===== src/rtl/dma_seq_pkg.sv =====
package dma_seq_pkg;

    localparam int unsigned CMD_W = 4;

    typedef enum logic [2:0] {
        ST_IDLE,
        ST_HOLD,
        ST_AEN,
        ST_RD,
        ST_WR,
        ST_END
    } seq_state_e;

    // packed order puts dis at bit 0, req_lo at bit 1, ack_hi at bit 2, ext_wr at bit 3
    typedef struct packed {
        logic ext_wr;
        logic ack_hi;
        logic req_lo;
        logic dis;
    } dma_cmd_t;

endpackage


===== src/rtl/dma_cfg_regs.sv =====
module dma_cfg_regs
    import dma_seq_pkg::*;
#(
    parameter int unsigned DATA_W = 16,
    parameter int unsigned ADDR_W = 16,
    parameter int unsigned CNT_W  = 16
) (
    input  logic              clk,
    input  logic              rst_n,
    input  logic              we_i,
    input  logic [1:0]        sel_i,
    input  logic [DATA_W-1:0] wdata_i,
    output logic [ADDR_W-1:0] base_addr_o,
    output logic [CNT_W-1:0]  base_cnt_o,
    output dma_cmd_t          cmd_o
);

    typedef struct packed {
        logic [ADDR_W-1:0] addr;
        logic [CNT_W-1:0]  cnt;
        dma_cmd_t          cmd;
    } regs_t;

    regs_t regs_d, regs_q;

    always_comb begin
        regs_d = regs_q;
        if (we_i) begin
            case (sel_i)
                2'd0:    regs_d.addr = wdata_i[ADDR_W-1:0];
                2'd1:    regs_d.cnt  = wdata_i[CNT_W-1:0];
                2'd2:    regs_d.cmd  = dma_cmd_t'(wdata_i[CMD_W-1:0]);
                default: ;
            endcase
        end
    end

    always_ff @(posedge clk or negedge rst_n) begin
        if (!rst_n) begin
            regs_q <= '0;
        end else begin
            regs_q <= regs_d;
        end
    end

    assign base_addr_o = regs_q.addr;
    assign base_cnt_o  = regs_q.cnt;
    assign cmd_o       = regs_q.cmd;

endmodule


===== src/rtl/dma_seq_fsm.sv =====
module dma_seq_fsm
    import dma_seq_pkg::*;
#(
    parameter int unsigned ADDR_W = 16,
    parameter int unsigned CNT_W  = 16
) (
    input  logic              clk,
    input  logic              rst_n,
    input  logic [ADDR_W-1:0] base_addr_i,
    input  logic [CNT_W-1:0]  base_cnt_i,
    input  dma_cmd_t          cmd_i,
    input  logic              req_pin_i,
    input  logic              hold_ack_i,
    input  logic              eop_n_i,
    output logic              hold_req_o,
    output logic              addr_en_o,
    output logic [ADDR_W-1:0] addr_o,
    output logic              ack_o,
    output logic              rd_o,
    output logic              wr_o,
    output logic              eop_n_o,
    output logic              done_o
);

    typedef struct packed {
        seq_state_e        st;
        logic [ADDR_W-1:0] addr;
        logic [CNT_W-1:0]  cnt;
        logic              done;
    } seq_t;

    seq_t s_d, s_q;
    logic req_on;
    logic abort;

    assign req_on = req_pin_i ^ cmd_i.req_lo;
    assign abort  = !eop_n_i;

    always_comb begin
        s_d = s_q;
        case (s_q.st)
            ST_IDLE: begin
                if (req_on && !cmd_i.dis) begin
                    s_d.st   = ST_HOLD;
                    s_d.addr = base_addr_i;
                    s_d.cnt  = base_cnt_i;
                    s_d.done = 1'b0;
                end
            end
            ST_HOLD: begin
                if (abort) begin
                    s_d.st   = ST_IDLE;
                    s_d.done = 1'b1;
                end else if (hold_ack_i) begin
                    s_d.st = ST_AEN;
                end
            end
            ST_AEN, ST_RD: begin
                if (abort) begin
                    s_d.st   = ST_IDLE;
                    s_d.done = 1'b1;
                end else begin
                    s_d.st = (s_q.st == ST_AEN) ? ST_RD : ST_WR;
                end
            end
            ST_WR: begin
                if (abort) begin
                    s_d.st   = ST_IDLE;
                    s_d.done = 1'b1;
                end else begin
                    s_d.addr = s_q.addr + ADDR_W'(1);
                    s_d.cnt  = s_q.cnt - CNT_W'(1);
                    s_d.st   = (s_q.cnt == '0) ? ST_END : ST_RD;
                end
            end
            ST_END: begin
                s_d.st   = ST_IDLE;
                s_d.done = 1'b1;
            end
            default: s_d.st = ST_IDLE;
        endcase
    end

    always_ff @(posedge clk or negedge rst_n) begin
        if (!rst_n) begin
            s_q.st   <= ST_IDLE;
            s_q.addr <= '0;
            s_q.cnt  <= '0;
            s_q.done <= 1'b0;
        end else begin
            s_q <= s_d;
        end
    end

    always_comb begin
        hold_req_o = (s_q.st == ST_HOLD) || (s_q.st == ST_AEN) ||
                     (s_q.st == ST_RD)   || (s_q.st == ST_WR);
        addr_en_o  = (s_q.st == ST_AEN) || (s_q.st == ST_RD) || (s_q.st == ST_WR);
        ack_o      = (s_q.st == ST_RD) || (s_q.st == ST_WR);
        rd_o       = ack_o;
        wr_o       = (s_q.st == ST_WR) || ((s_q.st == ST_RD) && cmd_i.ext_wr);
        eop_n_o    = (s_q.st != ST_END);
    end

    assign addr_o = s_q.addr;
    assign done_o = s_q.done;

endmodule


===== src/rtl/dma_xfer_seq.sv =====
module dma_xfer_seq
    import dma_seq_pkg::*;
#(
    parameter int unsigned DATA_W = 16,
    parameter int unsigned ADDR_W = 16,
    parameter int unsigned CNT_W  = 16
) (
    input  logic              clk,
    input  logic              rst_n,
    input  logic              cfg_we_i,
    input  logic [1:0]        cfg_sel_i,
    input  logic [DATA_W-1:0] cfg_wdata_i,
    input  logic              dev_req_i,
    output logic              hold_req_o,
    input  logic              hold_ack_i,
    output logic              addr_en_o,
    output logic [ADDR_W-1:0] addr_o,
    output logic              dev_ack_o,
    output logic              rd_stb_o,
    output logic              wr_stb_o,
    input  logic              eop_n_i,
    output logic              eop_n_o,
    output logic              done_o
);

    logic [ADDR_W-1:0] base_addr;
    logic [CNT_W-1:0]  base_cnt;
    dma_cmd_t          cmd;
    logic              ack_int;

    dma_cfg_regs #(
        .DATA_W(DATA_W),
        .ADDR_W(ADDR_W),
        .CNT_W (CNT_W)
    ) u_regs (
        .clk        (clk),
        .rst_n      (rst_n),
        .we_i       (cfg_we_i),
        .sel_i      (cfg_sel_i),
        .wdata_i    (cfg_wdata_i),
        .base_addr_o(base_addr),
        .base_cnt_o (base_cnt),
        .cmd_o      (cmd)
    );

    dma_seq_fsm #(
        .ADDR_W(ADDR_W),
        .CNT_W (CNT_W)
    ) u_fsm (
        .clk        (clk),
        .rst_n      (rst_n),
        .base_addr_i(base_addr),
        .base_cnt_i (base_cnt),
        .cmd_i      (cmd),
        .req_pin_i  (dev_req_i),
        .hold_ack_i (hold_ack_i),
        .eop_n_i    (eop_n_i),
        .hold_req_o (hold_req_o),
        .addr_en_o  (addr_en_o),
        .addr_o     (addr_o),
        .ack_o      (ack_int),
        .rd_o       (rd_stb_o),
        .wr_o       (wr_stb_o),
        .eop_n_o    (eop_n_o),
        .done_o     (done_o)
    );

    assign dev_ack_o = cmd.ack_hi ? ack_int : !ack_int;

endmodule


===== config.mk =====
export PLATFORM = sky130hd
export DESIGN_NAME = dma_xfer_seq
export DESIGN_NICKNAME = d
export VERILOG_FILES = /design/src/rtl/dma_seq_pkg.sv /design/src/rtl/dma_cfg_regs.sv /design/src/rtl/dma_seq_fsm.sv /design/src/rtl/dma_xfer_seq.sv
export SDC_FILE = /design/constraint.sdc
export NUM_CORES = 1
export LEC_CHECK = 0
export BUFFER_PORTS_ARGS = -buffer_cell sky130_fd_sc_hd__buf_2
export CORE_MARGIN = 1.5
export CORE_UTILIZATION = 40
export CTS_CLUSTER_DIAMETER = 60
export DETAILED_ROUTE_END_ITERATION = 10
export PLACE_DENSITY = 0.71
export SYNTH_ARGS = -nofsm -noshare
export SYNTH_HDL_FRONTEND = slang
export SYNTH_SLANG_ARGS = --single-unit

===== constraint.sdc =====
create_clock -name clk -period 1.83 [get_ports clk]
set_input_delay 0 -clock clk [delete_from_list [all_inputs] [get_ports clk]]
set_output_delay 0 -clock clk [all_outputs]
set_load 0.05 [all_outputs]

==> impl_metrics.py, run 1 <==
metrics = {
    "synthesis": {
        "synth-edff-count": 0,
        "syn_inst": 370,
        "synth_area_um2": 3850,
        "synth.distinct_cells": 60,
        "yosysTopAreaCell": "dfrtp_1",
        "synthesis.nets": 397,
        "ys.flop_type": "dfrtp_1",
        "ys_seq_elements": 72,
        "synthDominantCellAreaShare_pct": 46.8,
        "ys_warn_count": 0,
        "synthTopCellsByCount": "72 x dfrtp_1, 36 x mux2_2, 30 x a21oi_1, 22 x nor2_1, 21 x o21ai_0",
        "synth.area.top_cells": "dfrtp_1 47%, mux2_2 11%, a21oi_1 3.9%",
        "synthArstFlopShare_pct": 100,
        "synth_seq_area_share_pct": 46.8,
        "avgSynthCellArea_um2": 10.4,
        "synth.most_common_cell": "dfrtp_1",
    },
    "finish": {
        "nFillCells": 843,
        "syn2layout_area_growth_pct": 24.4,
        "fin_nets": 471,
        "stdcell_count": 578,
        "drive_gt1_share_pct": 33.4,
        "n_antenna_cell": 0,
        "seq_area_um2": 1810,
        "multi_input_area_um2": 1830,
    },
    "timing": {
        "finalHoldViolCount": 0,
        "setup_violations": 0,
        "final_max_slew_viol_count": 0,
        "fmax_mhz": 571,
        "period_share_pct": 95.6,
        "clock_skew_ps": 3.65,
        "tightest_slew_ps": 398,
        "slew_headroom_pct": 73.5,
        "hold_ws_ps": 128,
        "layout_min_cycle_time_ps": 1750,
        "grt_setup_unrepaired": "yes",
    },
    "placed_design": {
        "place_congestion": 0.909,
        "place_inst": 541,
        "numPortBuffers": 46,
        "dp_hpwl_um": 6950,
    },
    "die": {
        "die-height_um": 101,
        "core_area_um2": 9280,
        "io_pins": 47,
        "rows": 35,
        "start_util_pct": 41.5,
        "die_x_um": 101,
        "dieArea_um2": 10200,
    },
    "setup_path": {
        "endpoint_kind": "flop",
        "reg2reg_slack_ps": 80,
        "worstPathRequired_ps": 2050,
        "crit_type": "reg -> reg",
        "crit_path_start_kind": "flop",
        "cp.arrival_ps": 1970,
        "crit_fanout": 3,
    },
    "clock_tree": {
        "clkTransAtPathRegs_ps": 70,
        "clockBufferDepth": 2,
        "htree_levels": 3,
        "cts-root-buf": "clkbuf_8",
        "cts_tree": "yes",
        "cts_sinks": 72,
        "clock_latency_ps": 340,
        "cts_buffers": 9,
    },
    "power": {
        "leakage_nw": 2.01,
        "swShare_pct": 42.2,
        "ir_drop_mv": 0.936,
        "p_switching_w": 0.00312,
        "power_frac_seq_pct": 36.4,
        "power.density_nw_per_um2": 1550,
        "clkPwrFrac_pct": 21.4,
        "power.internal_w": 0.00428,
        "combPwrFrac_pct": 42.2,
    },
    "route": {
        "drt_pass1_iterations": 4,
        "vias": 3325,
        "postRouteWirelength_um": 9940,
        "viasPerCell": 5.75,
        "dr.first_iter.drc_count": 217,
        "drc_errors": 0,
        "ant_nets": 0,
        "wl_per_cell_um": 17.2,
    },
    "grt": {
        "grt_pass1_vias": 3152,
        "grt_pass1_wl_um": 16300,
        "grt_max_degree": 73,
        "grt-ovfl-total": 0,
        "antenna_found_initial": 0,
        "grt_use_total_pct": 20.6,
    },
    "worst_hold_path": {
        "hp-class": "in -> reg",
    },
    "flow_run": {
        "cap_violations": 0,
    },
    "outcome": {
        "outcome": "completed",
    },
}
-- routing by layer --
layer | share of wire (%) | vias to the layer above | track usage, %
met3 | 5.7 | 18 | 3.38
li1 | - | 1536 | -
met1 | 45 | 1637 | 28.3
met5 | 0 | - | 0
met4 | 2.4 | 0 | 7.59
met2 | 47 | 134 | 33.1
-- layout make-up --
type | count | area share [%]
Clock inverter | 4 | 2.06
Inverter | 3 | 0.235
Multi-Input combinational cell | 258 | 38.3
Tap cell | 129 | 3.37
Clock buffer | 12 | 3.24
Timing Repair Buffer | 100 | 15.1
Sequential cell | 72 | 37.7
-- sequential cells by signal, indices dropped and copies added (netlist names) --
name / count
u_fsm.s_q: 19
u_fsm.addr_o: 16
u_regs.base_addr_o: 16
u_regs.base_cnt_o: 16
u_regs.cmd_o: 4
u_fsm.done_o: 1
-- stage by stage --
step	setup TNS [ps]	setup WS [ps]	area [µm²]	utilization, %	total power, W
finish	0	79.7	4790	51.6	0.00740
global route	-8.93	-8.93	4790	51.6	0.00781
CTS	0	13.5	4770	51.4	0.00737
detailed placement	0	64.7	4300	46.3	0.00570
global placement	0	142	4300	46.3	0.00563
floorplan	0	16.1	3860	-	0.00494
-- cells by family after synthesis --
logic type | Yosys count | synth area share, %
buffers and inverters | 40 | 6.40
multiplexers | 37 | 10.8
AND/OR/NAND/NOR | 111 | 17.0
AO/OA/AOI/OAI | 104 | 17.4
XOR/XNOR | 3 | 0.682
flip-flops | 72 | 46.8
adder cells (fa/ha/maj) | 3 | 0.974
-- worst paths after layout --
check / from / endpoint / depth (start not counted)
hold reg to reg: u_fsm.done_o$_DFFE_PN0P_ / u_fsm.done_o$_DFFE_PN0P_ / 1
max in group asynchronous: rst_n / u_fsm.s_q[33]$_DFFE_PN0P_ / 3
setup reg to reg: u_fsm.s_q[2]$_DFFE_PN0P_ / u_fsm.s_q[15]$_DFFE_PN0P_ / 6
hold / removal: hold_ack_i / u_fsm.s_q[33]$_DFFE_PN0P_ / 5
min in group asynchronous: rst_n / u_regs.base_cnt_o[13]$_DFFE_PN0P_ / 3
setup / recovery: u_fsm.s_q[2]$_DFFE_PN0P_ / u_fsm.s_q[15]$_DFFE_PN0P_ / 6
-- repair_timing --
action                                 CTS  global route
buffers inserted                         3             0
hold buffers                            18             0
setup endpoints to repair                3            10
endpoints found under the hold margin  109             0
pin swaps                                0             2
gates resized for setup                  7             5
-- cell usage in the layout, fill, tap and decap left out, types with 4 or more instances in the layout --
master and count:
dfrtp_1 69, buf_2 44, mux2_2 36, buf_4 32
a21oi_1 30, nor2_1 22, o21ai_0 21, nand2_1 18
dlygate4sd3_1 18, nand3_1 17, clkbuf_8 11, nand4_1 10
o22ai_1 8, nor3_1 7, a31oi_1 5, a2bb2oi_1 5
nand3b_1 4, and3_1 4, o22a_1 4, nand4b_1 4
o31ai_1 4, buf_6 4
-- critical path: stages (launching register included) --
cell      delay [ps]
dfrtp_1          410
inv_2             80
ha_1             160
nor4b_4          240
nand4b_1         170
o311a_1          310
a221o_1          270
-- power by group through the flow --
stage	clock, W	sequential, W	combinational, W
6_report	0.00158	0.00270	0.00312
2_1_floorplan	0	0.00258	0.00235
3_5_place_dp	0	0.00272	0.00297
4_1_cts	0.00161	0.00266	0.00310
5_1_grt	0.00169	0.00277	0.00335
3_3_place_gp	0	0.00270	0.00293
Power figures use the tool's default switching activity.
==> run 2, diff against run 1 <==
--- a/config.mk
+++ b/config.mk
@@ -12,4 +12,5 @@
 export DETAILED_ROUTE_END_ITERATION = 10
 export PLACE_DENSITY = 0.71
+export SKIP_CTS_REPAIR_TIMING = 1
 export SYNTH_ARGS = -nofsm -noshare
 export SYNTH_HDL_FRONTEND = slang
==> constraint.sdc (replaced) <==
create_clock -name clk -period 1.83 [get_ports clk]
set_input_delay 0.2745 -clock clk [delete_from_list [all_inputs] [get_ports clk]]
set_output_delay 0.2745 -clock clk [all_outputs]
set_load 0.05 [all_outputs]
==> run 2 against run 1 <==
  * The run now ends with setup timing left
  * Register-to-register slack worse by 20 ps
  * Sequential cell count did not move
  * Design area shrank 2.7%
  * Routed wire length fell by 2.0%
  * Total power down 3.3%
  * Combinational power barely moved
  * Utilization fell by 1.4 points
  * Final cell count fell by 2.8%
  * Sequential power barely moved
  * Maximum frequency is 8.8% lower
  * Largest power group unchanged
==> impl_metrics.py, run 2 (same netlist as run 1, synthesis figures left out) <==
metrics = {
    "finish": {
        "syn2layout_area_growth_pct": 21.0,
        "largest_register": "u_fsm.s_q",
        "mostFrequentLayoutCells": "72 x dfrtp_1, 42 x buf_2, 36 x mux2_2, 31 x buf_4, 30 x a21oi_1",
        "stdcell_count": 562,
        "final_common_cell": "dfrtp_1",
        "largest_reg_flops": 19,
        "nFillCells": 878,
        "fin_nets": 455,
        "multi_input_area_um2": 1880,
        "drive_gt1_share_pct": 35.1,
        "seq_area_um2": 1800,
        "n_antenna_cell": 0,
    },
    "placed_design": {
        "numPortBuffers": 46,
        "dp_hpwl_um": 7110,
        "place_congestion": 0.886,
        "place_inst": 542,
    },
    "setup_path": {
        "cp.arrival_ps": 1640,
        "reg2reg_slack_ps": 60,
        "endpoint_kind": "primary output",
        "crit_type": "reg -> out",
        "crit_path_start_kind": "flop",
        "worstPathRequired_ps": 1560,
        "crit_fanout": 4,
    },
    "timing": {
        "period_share_pct": 105,
        "slew_headroom_pct": 69.6,
        "finalHoldViolCount": 0,
        "layout_min_cycle_time_ps": 1920,
        "setup_tns_ps": -235,
        "clock_skew_ps": 7.45,
        "setup_violations": 3,
        "worst_slack_ps": -88.8,
        "fmax_mhz": 521,
        "final_max_slew_viol_count": 0,
        "tightest_slew_ps": 454,
        "grt_setup_unrepaired": "yes",
    },
    "power": {
        "power.internal_w": 0.00402,
        "swShare_pct": 43.8,
        "power_frac_seq_pct": 37.7,
        "leakage_nw": 1.93,
        "power.density_nw_per_um2": 1540,
        "clkPwrFrac_pct": 18.3,
        "combPwrFrac_pct": 44.0,
        "ir_drop_mv": 0.925,
        "p_switching_w": 0.00314,
    },
    "route": {
        "vias": 3208,
        "ant_nets": 0,
        "postRouteWirelength_um": 9740,
        "wl_per_cell_um": 17.3,
        "viasPerCell": 5.71,
        "drc_errors": 0,
        "dr.first_iter.drc_count": 359,
        "drt_pass1_iterations": 5,
    },
    "clock_tree": {
        "cts_buffers": 9,
        "cts_sinks": 72,
        "htree_levels": 3,
        "clockBufferDepth": 2,
        "cts_tree": "yes",
        "clock_latency_ps": 340,
        "clkTransAtPathRegs_ps": 80,
        "cts-root-buf": "clkbuf_8",
    },
    "grt": {
        "grt-ovfl-total": 0,
        "grt_max_degree": 73,
        "grt_pass1_vias": 3176,
        "grt_pass1_wl_um": 15900,
        "grt_use_total_pct": 20.0,
        "antenna_found_initial": 0,
    },
    "die": {
        "dieArea_um2": 10200,
        "die-height_um": 101,
        "io_pins": 47,
        "start_util_pct": 41.5,
        "core_area_um2": 9280,
        "die_x_um": 101,
        "rows": 35,
    },
    "outcome": {
        "outcome": "complete, but fails checks",
        "violations": "setup timing",
    },
    "flow_run": {
        "cap_violations": 0,
    },
    "worst_hold_path": {
        "hp-class": "in -> reg",
    },
}
run 2: changes by cell type in the layout (fill, tap and decap cells not counted), sizes merged:
| cell | change |
|---|---|
| inv | -1 |
| bufinv | -2 |
| buf | +1 |
| clkinvlp | +2 |
| clkbuf | -1 |
| clkinv | +2 |
| dlygate4sd3 | -17 |
run 2: cell type report:
type | instances | area share (%)
multi-input cells | 258 | 40.3
flip-flops and latches | 72 | 38.6
repair buffers | 84 | 13.0
well taps | 129 | 3.46
clock buffers | 11 | 3.25
clock inverters | 5 | 1.18
inverters | 3 | 0.242
run 2: critical path, stage by stage (launching register included):
cell and delay (ps):
dfrtp_1 430, or3b_4 470, nand2_8 110, xnor2_4 110, buf_6 170
run 2: metal layers:
| layer | up-vias | wire length [µm] | GRT usage (%) |
|---|---|---|---|
| li1 | 1491 | - | - |
| met1 | 1568 | 4110 | 25.1 |
| met2 | 118 | 4860 | 34.1 |
| met3 | 31 | 473 | 3.93 |
| met4 | 0 | 305 | 7.69 |
| met5 | - | 0 | 0 |
run 2: final timing paths:
kind                                                   from                                 end  depth (start not counted)
max                               u_fsm.s_q[34]$_DFFE_PN0P_                           dev_ack_o                          4
min                                          cfg_wdata_i[7]    u_regs.base_cnt_o[7]$_DFFE_PN0P_                          2
max reg2reg                       u_fsm.s_q[33]$_DFFE_PN0P_        u_fsm.addr_o[15]$_DFFE_PN0P_                          7
min reg2reg                u_regs.base_cnt_o[6]$_DFFE_PN0P_    u_regs.base_cnt_o[6]$_DFFE_PN0P_                          1
max in group asynchronous                             rst_n  u_regs.base_addr_o[15]$_DFFE_PN0P_                          3
min in group asynchronous                             rst_n    u_regs.base_cnt_o[9]$_DFFE_PN0P_                          3
run 2: power groups by stage:
stage	clock network, W	logic [W]	registers, W
global route	0.00140	0.00338	0.00278
finish	0.00131	0.00315	0.00270
CTS	0.00132	0.00307	0.00267
global placement	0	0.00298	0.00267
floorplan	0	0.00239	0.00259
detailed placement	0	0.00306	0.00270
run 2: metrics by stage:
stage          total power (W)  hold WS [ps]  utilization, %  setup slack [ps]  cell area, µm²
4_1_cts                0.00707         -37.0            49.2              -270            4570
3_3_place_gp           0.00565           335            47.0              63.4            4370
2_1_floorplan          0.00498         -21.1               -             0.997            3910
5_1_grt                0.00756           172            50.2              -132            4660
3_5_place_dp           0.00576           336            47.0              28.8            4370
6_report               0.00716           185            50.2             -88.8            4660
==> run 3, diff against run 2 <==
PLACE_DENSITY = not set   (was 0.71)
SLEW_MARGIN = 20   (was not set)
TNS_END_PERCENT = 10   (was not set)
==> run 3 against run 2 <==
  * The run still ends with setup timing left
  * Highest routed layer unchanged
  * Sequential share of layout area is 1.2 points lower
  * Combinational power rose by 3%
  * Clock skew increased by 1.9 ps
  * Global-route usage grew 0.14 points
  * Via count grew 0.28%
  * Utilization is 1.7 points higher
  * First-iteration DRC count is 57% lower
  * Register-to-register slack worse by 50 ps
  * Die area is the same
  * Sequential power is essentially flat
==> impl_metrics.py, run 3 (same netlist as run 1, synthesis figures left out) <==
metrics = {
    "finish": {
        "nFillCells": 873,
        "fin_nets": 462,
        "design_area_um2": 4820,
        "drive_gt1_share_pct": 36.8,
        "mostFrequentLayoutCells": "71 x dfrtp_1, 42 x buf_2, 36 x mux2_2, 34 x buf_4, 29 x a21oi_1",
        "largest_register": "u_fsm.s_q",
        "largest_reg_flops": 19,
        "syn2layout_area_growth_pct": 25.0,
        "n_antenna_cell": 0,
        "final_common_cell": "dfrtp_1",
    },
    "power": {
        "power.density_nw_per_um2": 1530,
        "ir_drop_mv": 0.753,
        "combPwrFrac_pct": 44.0,
        "power_frac_seq_pct": 36.3,
        "clkPwrFrac_pct": 19.7,
        "p_switching_w": 0.00315,
        "finalPower_w": 0.00738,
        "swShare_pct": 42.7,
        "power.internal_w": 0.00423,
        "leakage_nw": 2.02,
    },
    "setup_path": {
        "endpoint_kind": "primary output",
        "crit_fanout": 5,
        "path_cells": "or3b_4 > nand2_8 > xnor2_4 > buf_6",
        "cp.arrival_ps": 1660,
        "crit_path_start_kind": "flop",
        "critical-path-top-delay-family": "simple AND/OR/NAND/NOR gates",
        "worstPathRequired_ps": 1560,
        "crit_buf_inv": 1,
        "crit_type": "reg -> out",
        "slowest_delay_ps": 460,
        "critPathSlowestCell": "or3b_4",
    },
    "timing": {
        "final_max_slew_viol_count": 0,
        "period_share_pct": 106,
        "setup_tns_ps": -354,
        "grt_setup_unrepaired": "yes",
        "hold_ws_ps": 171,
        "worst_slack_ps": -105,
        "fmax_mhz": 517,
        "slew_headroom_pct": 71.2,
        "setup_violations": 4,
        "clock_skew_ps": 9.32,
        "tightest_slew_ps": 430,
        "finalHoldViolCount": 0,
        "layout_min_cycle_time_ps": 1930,
    },
    "outcome": {
        "outcome": "complete, but fails checks",
        "violations": "setup timing",
    },
    "clock_tree": {
        "clkTransAtPathRegs_ps": 80,
        "clockBufferDepth": 2,
        "cts_sinks": 72,
        "cts_buffers": 9,
        "clock_latency_ps": 360,
        "htree_levels": 3,
        "cts_tree": "yes",
        "cts-root-buf": "clkbuf_8",
    },
    "grt": {
        "antenna_found_initial": 0,
        "use_met1_pct": 28.5,
        "grt_use_total_pct": 20.1,
        "met3_usage_pct": 4.21,
        "grt.busiest_layer": "met2",
        "grt_pass1_vias": 3000,
        "grt-ovfl-total": 0,
        "grtUsageMet2_pct": 30.6,
        "grt_pass1_wl_um": 15600,
        "grt_max_degree": 73,
    },
    "placed_design": {
        "place_congestion": 0.888,
        "dp_hpwl_um": 6800,
        "numPortBuffers": 46,
        "place_area_um2": 4370,
    },
    "die": {
        "dieArea_um2": 10200,
        "io_pins": 47,
        "start_util_pct": 41.5,
        "die-height_um": 101,
        "die_x_um": 101,
        "rows": 35,
        "core_area_um2": 9280,
    },
    "route": {
        "vias": 3217,
        "drt_pass1_iterations": 4,
        "ant_nets": 0,
        "wl_per_cell_um": 17.9,
        "drc_errors": 0,
        "dr.first_iter.drc_count": 155,
        "postRouteWirelength_um": 10200,
        "viasPerCell": 5.65,
    },
    "worst_hold_path": {
        "hp-class": "in -> reg",
    },
    "flow_run": {
        "cap_violations": 0,
    },
}
==> run 3: cell types whose count changed in the layout (fill, tap and decap cells not counted), sizes merged <==
cell and delta:
buf +5, clkinv +1, clkinvlp -2, clkbuf +2, bufinv +1
==> run 3: stage by stage <==
step	utilization (%)	instances	setup slack, ps
detailed placement	47.0	542	50.7
global placement	47.0	542	84.8
global route	51.9	569	-165
floorplan	-	370	-4.31
finish	51.9	569	-105
CTS	49.5	558	-337
==> run 3: power by group through the flow <==
stage	combinational [W]	clock, W	sequential, W
2_1_floorplan	0.00238	0	0.00259
3_3_place_gp	0.00304	0	0.00266
3_5_place_dp	0.00310	0	0.00267
4_1_cts	0.00311	0.00149	0.00264
5_1_grt	0.00351	0.00154	0.00276
6_report	0.00325	0.00145	0.00268
==> run 3: metal layers <==
| metal | routed length [µm] | share of wire (%) |
|---|---|---|
| met5 | 0 | 0 |
| met2 | 4790 | 47 |
| met1 | 4790 | 47 |
| met3 | 400 | 3.9 |
| met4 | 203 | 2.0 |
==> run 3: layout make-up <==
| cell class | count | area [µm²] | area share, % |
|---|---|---|---|
| flip-flops and latches | 72 | 1800 | 37.4 |
| clock buffers | 11 | 151 | 3.14 |
| multi-input cells | 258 | 1900 | 39.5 |
| repair buffers | 91 | 707 | 14.7 |
| clock inverters | 5 | 78.8 | 1.64 |
| inverters | 3 | 11.3 | 0.234 |
| well taps | 129 | 161 | 3.35 |
==> run 3: final timing paths <==
| check | cells past startpoint | slack (ps) | from | end |
|---|---|---|---|---|
| max in group asynchronous | 3 | 1030 | rst_n | u_fsm.s_q[33]$_DFFE_PN0P_ |
| hold / removal | 2 | 170 | cfg_wdata_i[10] | u_regs.base_addr_o[10]$_DFFE_PN0P_ |
| hold reg to reg | 1 | 490 | u_fsm.done_o$_DFFE_PN0P_ | u_fsm.done_o$_DFFE_PN0P_ |
| setup reg to reg | 5 | 10 | u_fsm.s_q[33]$_DFFE_PN0P_ | u_fsm.s_q[35]$_DFFE_PN0P_ |
| setup / recovery | 4 | -100 | u_fsm.s_q[33]$_DFFE_PN0P_ | dev_ack_o |
| min in group asynchronous | 3 | 460 | rst_n | u_regs.base_addr_o[5]$_DFFE_PN0P_ |
